==> config.mk <==
export PLATFORM = sky130hd
export DESIGN_NAME = exc_entry_seq
export DESIGN_NICKNAME = d
export VERILOG_FILES = /design/src/rtl/exc_entry_pkg.sv /design/src/rtl/exc_entry_ctrl.sv /design/src/rtl/exc_entry_dp.sv /design/src/rtl/exc_entry_seq.sv
export SDC_FILE = /design/constraint.sdc
export NUM_CORES = 1
export LEC_CHECK = 0
export ABC_AREA = 1
export BUFFER_PORTS_ARGS = -buffer_cell sky130_fd_sc_hd__buf_2
export CORE_UTILIZATION = 30
export DETAILED_ROUTE_END_ITERATION = 8
export SETUP_SLACK_MARGIN = 0.2
export SKIP_LAST_GASP = 1
export SYNTH_ARGS = -nofsm -noshare
export SYNTH_HDL_FRONTEND = slang
export SYNTH_HIERARCHICAL = 1
export SYNTH_SLANG_ARGS = --single-unit
==> constraint.sdc <==
create_clock -name clk -period 2.01 [get_ports clk]
set_input_delay 0 -clock clk [delete_from_list [all_inputs] [get_ports clk]]
set_output_delay 0 -clock clk [all_outputs]
set_load 0.01 [all_outputs]
==> src/rtl/exc_entry_pkg.sv <==
package exc_entry_pkg;

  typedef enum logic [2:0] {
    CL_NONE, CL_IRQ, CL_TLBMISS, CL_PERM, CL_FAULT, CL_BREAK, CL_ALIGN
  } exc_class_t;

  // Strobes from control to datapath.
  typedef struct packed {
    logic taken;     // a known cause was accepted
    logic bad;       // unknown cause
    logic useIh;     // set interrupt handler bit rather than EH
    logic saveE;     // write saved status and exception return address
    logic saveB;     // write break status and break return address
    logic fastVec;   // take the fast-miss vector
    logic tlbTouch;  // write the TLB flag word
    logic tlbDbl;    // double miss: set the double-miss flag
    logic excFull;   // replace the whole exception register
    logic loadBad;   // load the bad-address register
  } exc_strobe_t;

endpackage

==> src/rtl/exc_entry_ctrl.sv <==
module exc_entry_ctrl
  import exc_entry_pkg::*;
#(
  parameter int CAUSE_W     = 5,
  parameter int CODE_BREAK  = 1,
  parameter int CODE_IRQ    = 2,
  parameter int CODE_TRAP   = 3,
  parameter int CODE_ILL    = 5,
  parameter int CODE_ALIGN  = 6,
  parameter int CODE_SUPA   = 9,
  parameter int CODE_SUPI   = 10,
  parameter int CODE_SUPD   = 11,
  parameter int CODE_TLBM   = 12,
  parameter int CODE_PERMX  = 13,
  parameter int CODE_PERMR  = 14,
  parameter int CODE_PERMW  = 15
) (
  input  logic               excValid,
  input  logic [CAUSE_W-1:0] excCause,
  input  logic               ehIn,
  output exc_strobe_t        strobes
);

  exc_class_t cls;

  always_comb begin
    cls = CL_NONE;
    if (excCause == CAUSE_W'(CODE_IRQ))        cls = CL_IRQ;
    else if (excCause == CAUSE_W'(CODE_TLBM))  cls = CL_TLBMISS;
    else if (excCause == CAUSE_W'(CODE_PERMX) || excCause == CAUSE_W'(CODE_PERMR) ||
             excCause == CAUSE_W'(CODE_PERMW)) cls = CL_PERM;
    else if (excCause == CAUSE_W'(CODE_TRAP) || excCause == CAUSE_W'(CODE_ILL) ||
             excCause == CAUSE_W'(CODE_SUPA) || excCause == CAUSE_W'(CODE_SUPI) ||
             excCause == CAUSE_W'(CODE_SUPD))  cls = CL_FAULT;
    else if (excCause == CAUSE_W'(CODE_BREAK)) cls = CL_BREAK;
    else if (excCause == CAUSE_W'(CODE_ALIGN)) cls = CL_ALIGN;
  end

  always_comb begin
    strobes = '0;
    if (excValid) begin
      unique case (cls)
        CL_IRQ: begin
          strobes.taken = 1'b1;
          strobes.useIh = 1'b1;
          strobes.saveE = 1'b1;
        end
        CL_TLBMISS: begin
          strobes.taken    = 1'b1;
          strobes.tlbTouch = 1'b1;
          strobes.saveE    = !ehIn;
          strobes.fastVec  = !ehIn;
          strobes.tlbDbl   = ehIn;
        end
        CL_PERM: begin
          strobes.taken = 1'b1;
          strobes.saveE = 1'b1;
        end
        CL_FAULT: begin
          strobes.taken = 1'b1;
          strobes.saveE = !ehIn;
        end
        CL_BREAK: begin
          strobes.taken = 1'b1;
          strobes.saveB = !ehIn;
        end
        CL_ALIGN: begin
          strobes.taken   = 1'b1;
          strobes.saveE   = !ehIn;
          strobes.excFull = 1'b1;
          strobes.loadBad = 1'b1;
        end
        default: strobes.bad = 1'b1;
      endcase
    end
  end

  // break saves never coexist with exception saves
  always_comb begin
    p_save_excl_r8: assert (!(strobes.saveE && strobes.saveB));
  end

endmodule

==> src/rtl/exc_entry_dp.sv <==
module exc_entry_dp
  import exc_entry_pkg::*;
#(
  parameter int          XLEN     = 32,
  parameter int          CAUSE_W  = 5,
  parameter int          PIE_BIT  = 0,
  parameter int          U_BIT    = 1,
  parameter int          EH_BIT   = 2,
  parameter int          IH_BIT   = 3,
  parameter int          DBL_BIT  = 3,
  parameter int          WR_BIT   = 18,
  parameter int          CAUSE_LSB = 2,
  parameter logic [31:0] GEN_VEC  = 32'h0000_0020,
  parameter logic [31:0] FAST_VEC = 32'h0000_0100
) (
  input  logic               clk,
  input  logic               rstN,
  input  logic               excValid,
  input  exc_strobe_t        strobes,
  input  logic [CAUSE_W-1:0] excCause,
  input  logic [XLEN-1:0]    curPc,
  input  logic [XLEN-1:0]    curStatus,
  input  logic [XLEN-1:0]    curExcReg,
  input  logic [XLEN-1:0]    curTlbMisc,
  input  logic [XLEN-1:0]    faultAddr,
  output logic               statusWe,
  output logic [XLEN-1:0]    nextStatus,
  output logic               estatusWe,
  output logic [XLEN-1:0]    nextEstatus,
  output logic               bstatusWe,
  output logic [XLEN-1:0]    nextBstatus,
  output logic               excRegWe,
  output logic [XLEN-1:0]    nextExcReg,
  output logic               eaWe,
  output logic [XLEN-1:0]    nextEa,
  output logic               baWe,
  output logic [XLEN-1:0]    nextBa,
  output logic               tlbMiscWe,
  output logic [XLEN-1:0]    nextTlbMisc,
  output logic               badAddrWe,
  output logic [XLEN-1:0]    nextBadAddr,
  output logic               pcWe,
  output logic [XLEN-1:0]    nextPc,
  output logic               unhandledErr
);

  localparam logic [XLEN-1:0] PIE_M   = XLEN'(1) << PIE_BIT;
  localparam logic [XLEN-1:0] U_M     = XLEN'(1) << U_BIT;
  localparam logic [XLEN-1:0] EH_M    = XLEN'(1) << EH_BIT;
  localparam logic [XLEN-1:0] IH_M    = XLEN'(1) << IH_BIT;
  localparam logic [XLEN-1:0] DBL_M   = XLEN'(1) << DBL_BIT;
  localparam logic [XLEN-1:0] WR_M    = XLEN'(1) << WR_BIT;
  localparam logic [XLEN-1:0] CAUSE_M = ((XLEN'(1) << CAUSE_W) - XLEN'(1)) << CAUSE_LSB;

  logic [XLEN-1:0] retAddr, causeField, statusCalc, excCalc, tlbCalc;

  always_comb begin
    retAddr    = curPc + XLEN'(4);
    causeField = XLEN'(excCause) << CAUSE_LSB;
    statusCalc = (curStatus | (strobes.useIh ? IH_M : EH_M)) & ~(PIE_M | U_M);
    excCalc    = strobes.excFull ? causeField : ((curExcReg & ~CAUSE_M) | causeField);
    tlbCalc    = strobes.tlbDbl ? (curTlbMisc | DBL_M) : ((curTlbMisc & ~DBL_M) | WR_M);
  end

  always_ff @(posedge clk) begin
    if (!rstN) begin
      statusWe <= 1'b0; estatusWe <= 1'b0; bstatusWe <= 1'b0; excRegWe <= 1'b0;
      eaWe <= 1'b0; baWe <= 1'b0; tlbMiscWe <= 1'b0; badAddrWe <= 1'b0;
      pcWe <= 1'b0; unhandledErr <= 1'b0;
      nextStatus <= '0; nextEstatus <= '0; nextBstatus <= '0; nextExcReg <= '0;
      nextEa <= '0; nextBa <= '0; nextTlbMisc <= '0; nextBadAddr <= '0; nextPc <= '0;
    end else begin
      statusWe     <= strobes.taken;
      excRegWe     <= strobes.taken;
      pcWe         <= strobes.taken;
      estatusWe    <= strobes.saveE;
      eaWe         <= strobes.saveE;
      bstatusWe    <= strobes.saveB;
      baWe         <= strobes.saveB;
      tlbMiscWe    <= strobes.tlbTouch;
      badAddrWe    <= strobes.loadBad;
      unhandledErr <= strobes.bad;
      if (strobes.taken) begin
        nextStatus <= statusCalc;
        nextExcReg <= excCalc;
        nextPc     <= strobes.fastVec ? XLEN'(FAST_VEC) : XLEN'(GEN_VEC);
      end
      if (strobes.saveE) begin
        nextEstatus <= curStatus;
        nextEa      <= retAddr;
      end
      if (strobes.saveB) begin
        nextBstatus <= curStatus;
        nextBa      <= retAddr;
      end
      if (strobes.tlbTouch) nextTlbMisc <= tlbCalc;
      if (strobes.loadBad)  nextBadAddr <= faultAddr;
    end
  end

  p_status_clear_r1: assert property (@(posedge clk) disable iff (!rstN)
    statusWe |-> (!nextStatus[PIE_BIT] && !nextStatus[U_BIT] &&
                  (nextStatus[EH_BIT] || nextStatus[IH_BIT])));

  p_ea_pair_r3: assert property (@(posedge clk) disable iff (!rstN)
    estatusWe |-> (eaWe && statusWe));

  p_double_nosave_r5: assert property (@(posedge clk) disable iff (!rstN)
    (tlbMiscWe && nextTlbMisc[DBL_BIT]) |-> (!estatusWe && !eaWe && nextPc == XLEN'(GEN_VEC)));

  p_unhandled_quiet_r10: assert property (@(posedge clk) disable iff (!rstN)
    unhandledErr |-> (!statusWe && !pcWe && !eaWe && !baWe && !tlbMiscWe));

  p_pulse_src_r11: assert property (@(posedge clk) disable iff (!rstN)
    (statusWe || unhandledErr) |-> $past(excValid));

endmodule

==> src/rtl/exc_entry_seq.sv <==
module exc_entry_seq
  import exc_entry_pkg::*;
#(
  parameter int          XLEN     = 32,
  parameter int          CAUSE_W  = 5,
  parameter int          EH_BIT   = 2,
  parameter logic [31:0] GEN_VEC  = 32'h0000_0020,
  parameter logic [31:0] FAST_VEC = 32'h0000_0100
) (
  input  logic               clk,
  input  logic               rstN,
  input  logic               excValid,
  input  logic [CAUSE_W-1:0] excCause,
  input  logic [XLEN-1:0]    curPc,
  input  logic [XLEN-1:0]    curStatus,
  input  logic [XLEN-1:0]    curExcReg,
  input  logic [XLEN-1:0]    curTlbMisc,
  input  logic [XLEN-1:0]    faultAddr,
  output logic               statusWe,
  output logic [XLEN-1:0]    nextStatus,
  output logic               estatusWe,
  output logic [XLEN-1:0]    nextEstatus,
  output logic               bstatusWe,
  output logic [XLEN-1:0]    nextBstatus,
  output logic               excRegWe,
  output logic [XLEN-1:0]    nextExcReg,
  output logic               eaWe,
  output logic [XLEN-1:0]    nextEa,
  output logic               baWe,
  output logic [XLEN-1:0]    nextBa,
  output logic               tlbMiscWe,
  output logic [XLEN-1:0]    nextTlbMisc,
  output logic               badAddrWe,
  output logic [XLEN-1:0]    nextBadAddr,
  output logic               pcWe,
  output logic [XLEN-1:0]    nextPc,
  output logic               unhandledErr
);

  exc_strobe_t strobes;

  exc_entry_ctrl #(.CAUSE_W(CAUSE_W)) u_ctrl (
    .excValid(excValid), .excCause(excCause), .ehIn(curStatus[EH_BIT]),
    .strobes(strobes)
  );

  exc_entry_dp #(
    .XLEN(XLEN), .CAUSE_W(CAUSE_W), .EH_BIT(EH_BIT),
    .GEN_VEC(GEN_VEC), .FAST_VEC(FAST_VEC)
  ) u_dp (
    .clk(clk), .rstN(rstN), .excValid(excValid), .strobes(strobes),
    .excCause(excCause), .curPc(curPc), .curStatus(curStatus),
    .curExcReg(curExcReg), .curTlbMisc(curTlbMisc), .faultAddr(faultAddr),
    .statusWe(statusWe), .nextStatus(nextStatus),
    .estatusWe(estatusWe), .nextEstatus(nextEstatus),
    .bstatusWe(bstatusWe), .nextBstatus(nextBstatus),
    .excRegWe(excRegWe), .nextExcReg(nextExcReg),
    .eaWe(eaWe), .nextEa(nextEa), .baWe(baWe), .nextBa(nextBa),
    .tlbMiscWe(tlbMiscWe), .nextTlbMisc(nextTlbMisc),
    .badAddrWe(badAddrWe), .nextBadAddr(nextBadAddr),
    .pcWe(pcWe), .nextPc(nextPc), .unhandledErr(unhandledErr)
  );

endmodule

==> results_dict.tcl <==
set metrics [dict create \
    die-area_um2 35600 \
    final_nets 2200 \
    tritoncts "yes" \
    rows 68 \
    cts.clk_slew.worst_paths_ps 60 \
    synth_area_leaders "dfxtp_1 50%, nor2_1 17%, o21ai_0 9.2%" \
    netlist_area_um2 10500 \
    crit_fanout 27 \
    drv_slew 0 \
    cts_made_buffers 30 \
    setup_tns_ps 0 \
    post-dp-hpwl_um 24300 \
    cts_sinks 262 \
    synth-seq-area-share_pct 50.1 \
    syn_to_final_growth_pct 49.8 \
    synthFlopType "dfxtp_1" \
    io_pins 466 \
    viasPerCell 4.53 \
    yosys_warnings 6 \
    start_util_pct 30.4 \
    htree_levels 1 \
    place_area_um2 13000 \
    cts_buffer_depth 3 \
    status "finished, final reports clean" \
    syn_area_per_cell_um2 7.11 \
    period_minus_slack_ps 1680 \
    grt_pass1_vias 10700 \
    yosysTopAreaCell "dfxtp_1" \
    clock_power_share_pct 43.6 \
    ir_worst_vdd_mv 0.663 \
    critPathKind "primary input to flop" \
    worstMarginPinSlew_ps 945 \
    reg2regPathDepth 4 \
    netlist.area_leader.share_pct 50.1 \
    synth.distinct_cells 32 \
    drv_cap 0 \
    final_cell_area_um2 15700 \
    synth_commonest_cells "468 x nor2_1, 262 x dfxtp_1, 192 x o21ai_0" \
    powerDensity_nw_per_um2 797 \
    fin_worst_skew_ps 0 \
    hold-worst-slack_ps 210 \
    wl_per_cell_um 14.6 \
    power_switching_mw 3.16 \
    async_flop_share_pct 0 \
    pwr-share-comb_pct 12.3 \
    die_height_um 189 \
    power.total_mw 12.5 \
    synth_edf_count 0 \
    hold_viol 0 \
    worst_ep_arrival_time_ps 2150 \
    drive_above_1_share_pct 25.8 \
    portBuffers 427 \
    switching_share_pct 25.3 \
    hold_path.class "primary input to flop" \
    p_int_mw 9.33 \
    cp-start-kind "primary input" \
    core_um2 34500 \
    period_share_pct 83.7 \
    end_kind "flop" \
    grt_max_degree 101 \
    place_congestion 0.922 \
    power.share.sequential_pct 44.1 \
    leakagePower_nw 8.18 \
    route.vias.total 11400 \
    root_buffer "clkbuf_16" \
    cp.required_ps 2480 \
    globalRouteOverflowTotal 0 \
    ant_nets 0 \
    syn_inst 1472 \
    drt_iter0_drc 583 \
    die_w_um 189 \
    rsz0062_at_grt "false" \
    relSlewSlack_pct 36.9 \
    utilization_pct 45.5 \
    synth_most_common_cell "nor2_1" \
    first_pass_iters 7 \
    clk_latency_ps 550 \
    drc 0 \
    antenna_cells 0 \
    setup_viol_count_final 0 \
    grt_pass1_wl_um 56400 \
    grt_antenna_before_repair 0 \
    synth_seq_cells 262 \
    grt.total_usage_pct 19.5 \
    max_clock_freq_ghz 0.595 \
    whs_path_depth 4 \
    routed_wl_um 36700 \
]
[worst max-delay path: stages]
cell and delay (ps):
dlygate4sd3_1 520, buf_2 180, inv_2 60, nor2_4 100, nand3_2 150, o21ai_1 140
nand2_1 130, a21oi_4 210, inv_2 80, nor2_2 140, buf_12 190, nand2_1 100
a21oi_1 140
[what timing repair did]
action                                 4_1_cts  5_1_grt
setup buffers                                0        1
hold buffers                               163        0
setup endpoints to repair                    0       27
gates resized for setup                      0        2
endpoints found under the hold margin      259        0
[flip-flops by register name, indices dropped and copies added, names as in the netlist]
signal             cells
u_dp/pcWe              1
u_dp/nextExcReg       32
u_dp/nextBadAddr      32
u_dp/baWe              1
u_dp/nextBa           32
u_dp/eaWe              1
u_dp/tlbMiscWe         1
u_dp/nextStatus       30
u_dp/nextBstatus      32
u_dp/nextEa           32
u_dp/nextPc            2
u_dp/badAddrWe         1
u_dp/nextEstatus      32
u_dp/nextTlbMisc      32
u_dp/unhandledErr      1
[worst paths after layout]
kind                                     start                    to  slack [ps]
worst max register to register  u_dp/nextEa[4]        u_dp/nextEa[4]        1280
worst min register to register  u_dp/nextPc[8]        u_dp/nextPc[8]         460
worst min-delay path             faultAddr[10]  u_dp/nextBadAddr[10]         210
worst max-delay path               excCause[1]   u_dp/nextExcReg[25]         330
[cell families after synthesis]
group | after synthesis | share of synthesized area [%]
AND/OR/NAND/NOR | 736 | 27.8
flip-flops | 262 | 50.1
AO/OA/AOI/OAI | 242 | 11.8
buffers and inverters | 221 | 9.37
XOR/XNOR | 9 | 0.753
adder cells (fa/ha/maj) | 1 | 0.120
other | 1 | 0.0358
[cell type report]
type / count / area (um2)
Multi-Input combinational cell: 1020 / 4380
Sequential cell: 262 / 5250
Clock buffer: 43 / 901
Tap cell: 455 / 569
Inverter: 104 / 392
Clock inverter: 12 / 106
Timing Repair Buffer: 613 / 4080
Fill cell: 3401 / 18800
[power groups by stage]
| stage | combinational, mW | sequential [mW] | clock (mW) |
|---|---|---|---|
| 5_1_grt | 1.69 | 5.53 | 5.83 |
| 4_1_cts | 1.52 | 5.50 | 5.60 |
| 2_1_floorplan | 0.568 | 5.71 | 0 |
| 6_report | 1.54 | 5.51 | 5.44 |
| 3_5_place_dp | 1.26 | 5.61 | 0 |
| 3_3_place_gp | 1.25 | 5.61 | 0 |
[metal layers]
layer / GRT usage [%] / wire length (um)
met5: 0 / 0
met4: 7.23 / 1140
met3: 4.51 / 2740
met2: 32.7 / 17300
met1: 24.2 / 15500
[metrics by stage]
stage          setup slack (ps)  cells
6_report                    329   2509
5_1_grt                     201   2509
4_1_cts                     352   2507
3_5_place_dp                330   2289
3_3_place_gp                384   2289
2_1_floorplan               561   1503
[placed cells by master, fill, tap and decap left out, types with 13 or more instances in the layout]
master         instances
nor2_1               465
buf_2                426
dfxtp_1              262
o21ai_0              191
nand2_1              189
dlygate4sd3_1        163
inv_1                 97
nand3_1               55
a21oi_1               42
clkbuf_16             32
conb_1                32
buf_4                 13
Note: power is estimated with default switching activity, not from simulation.
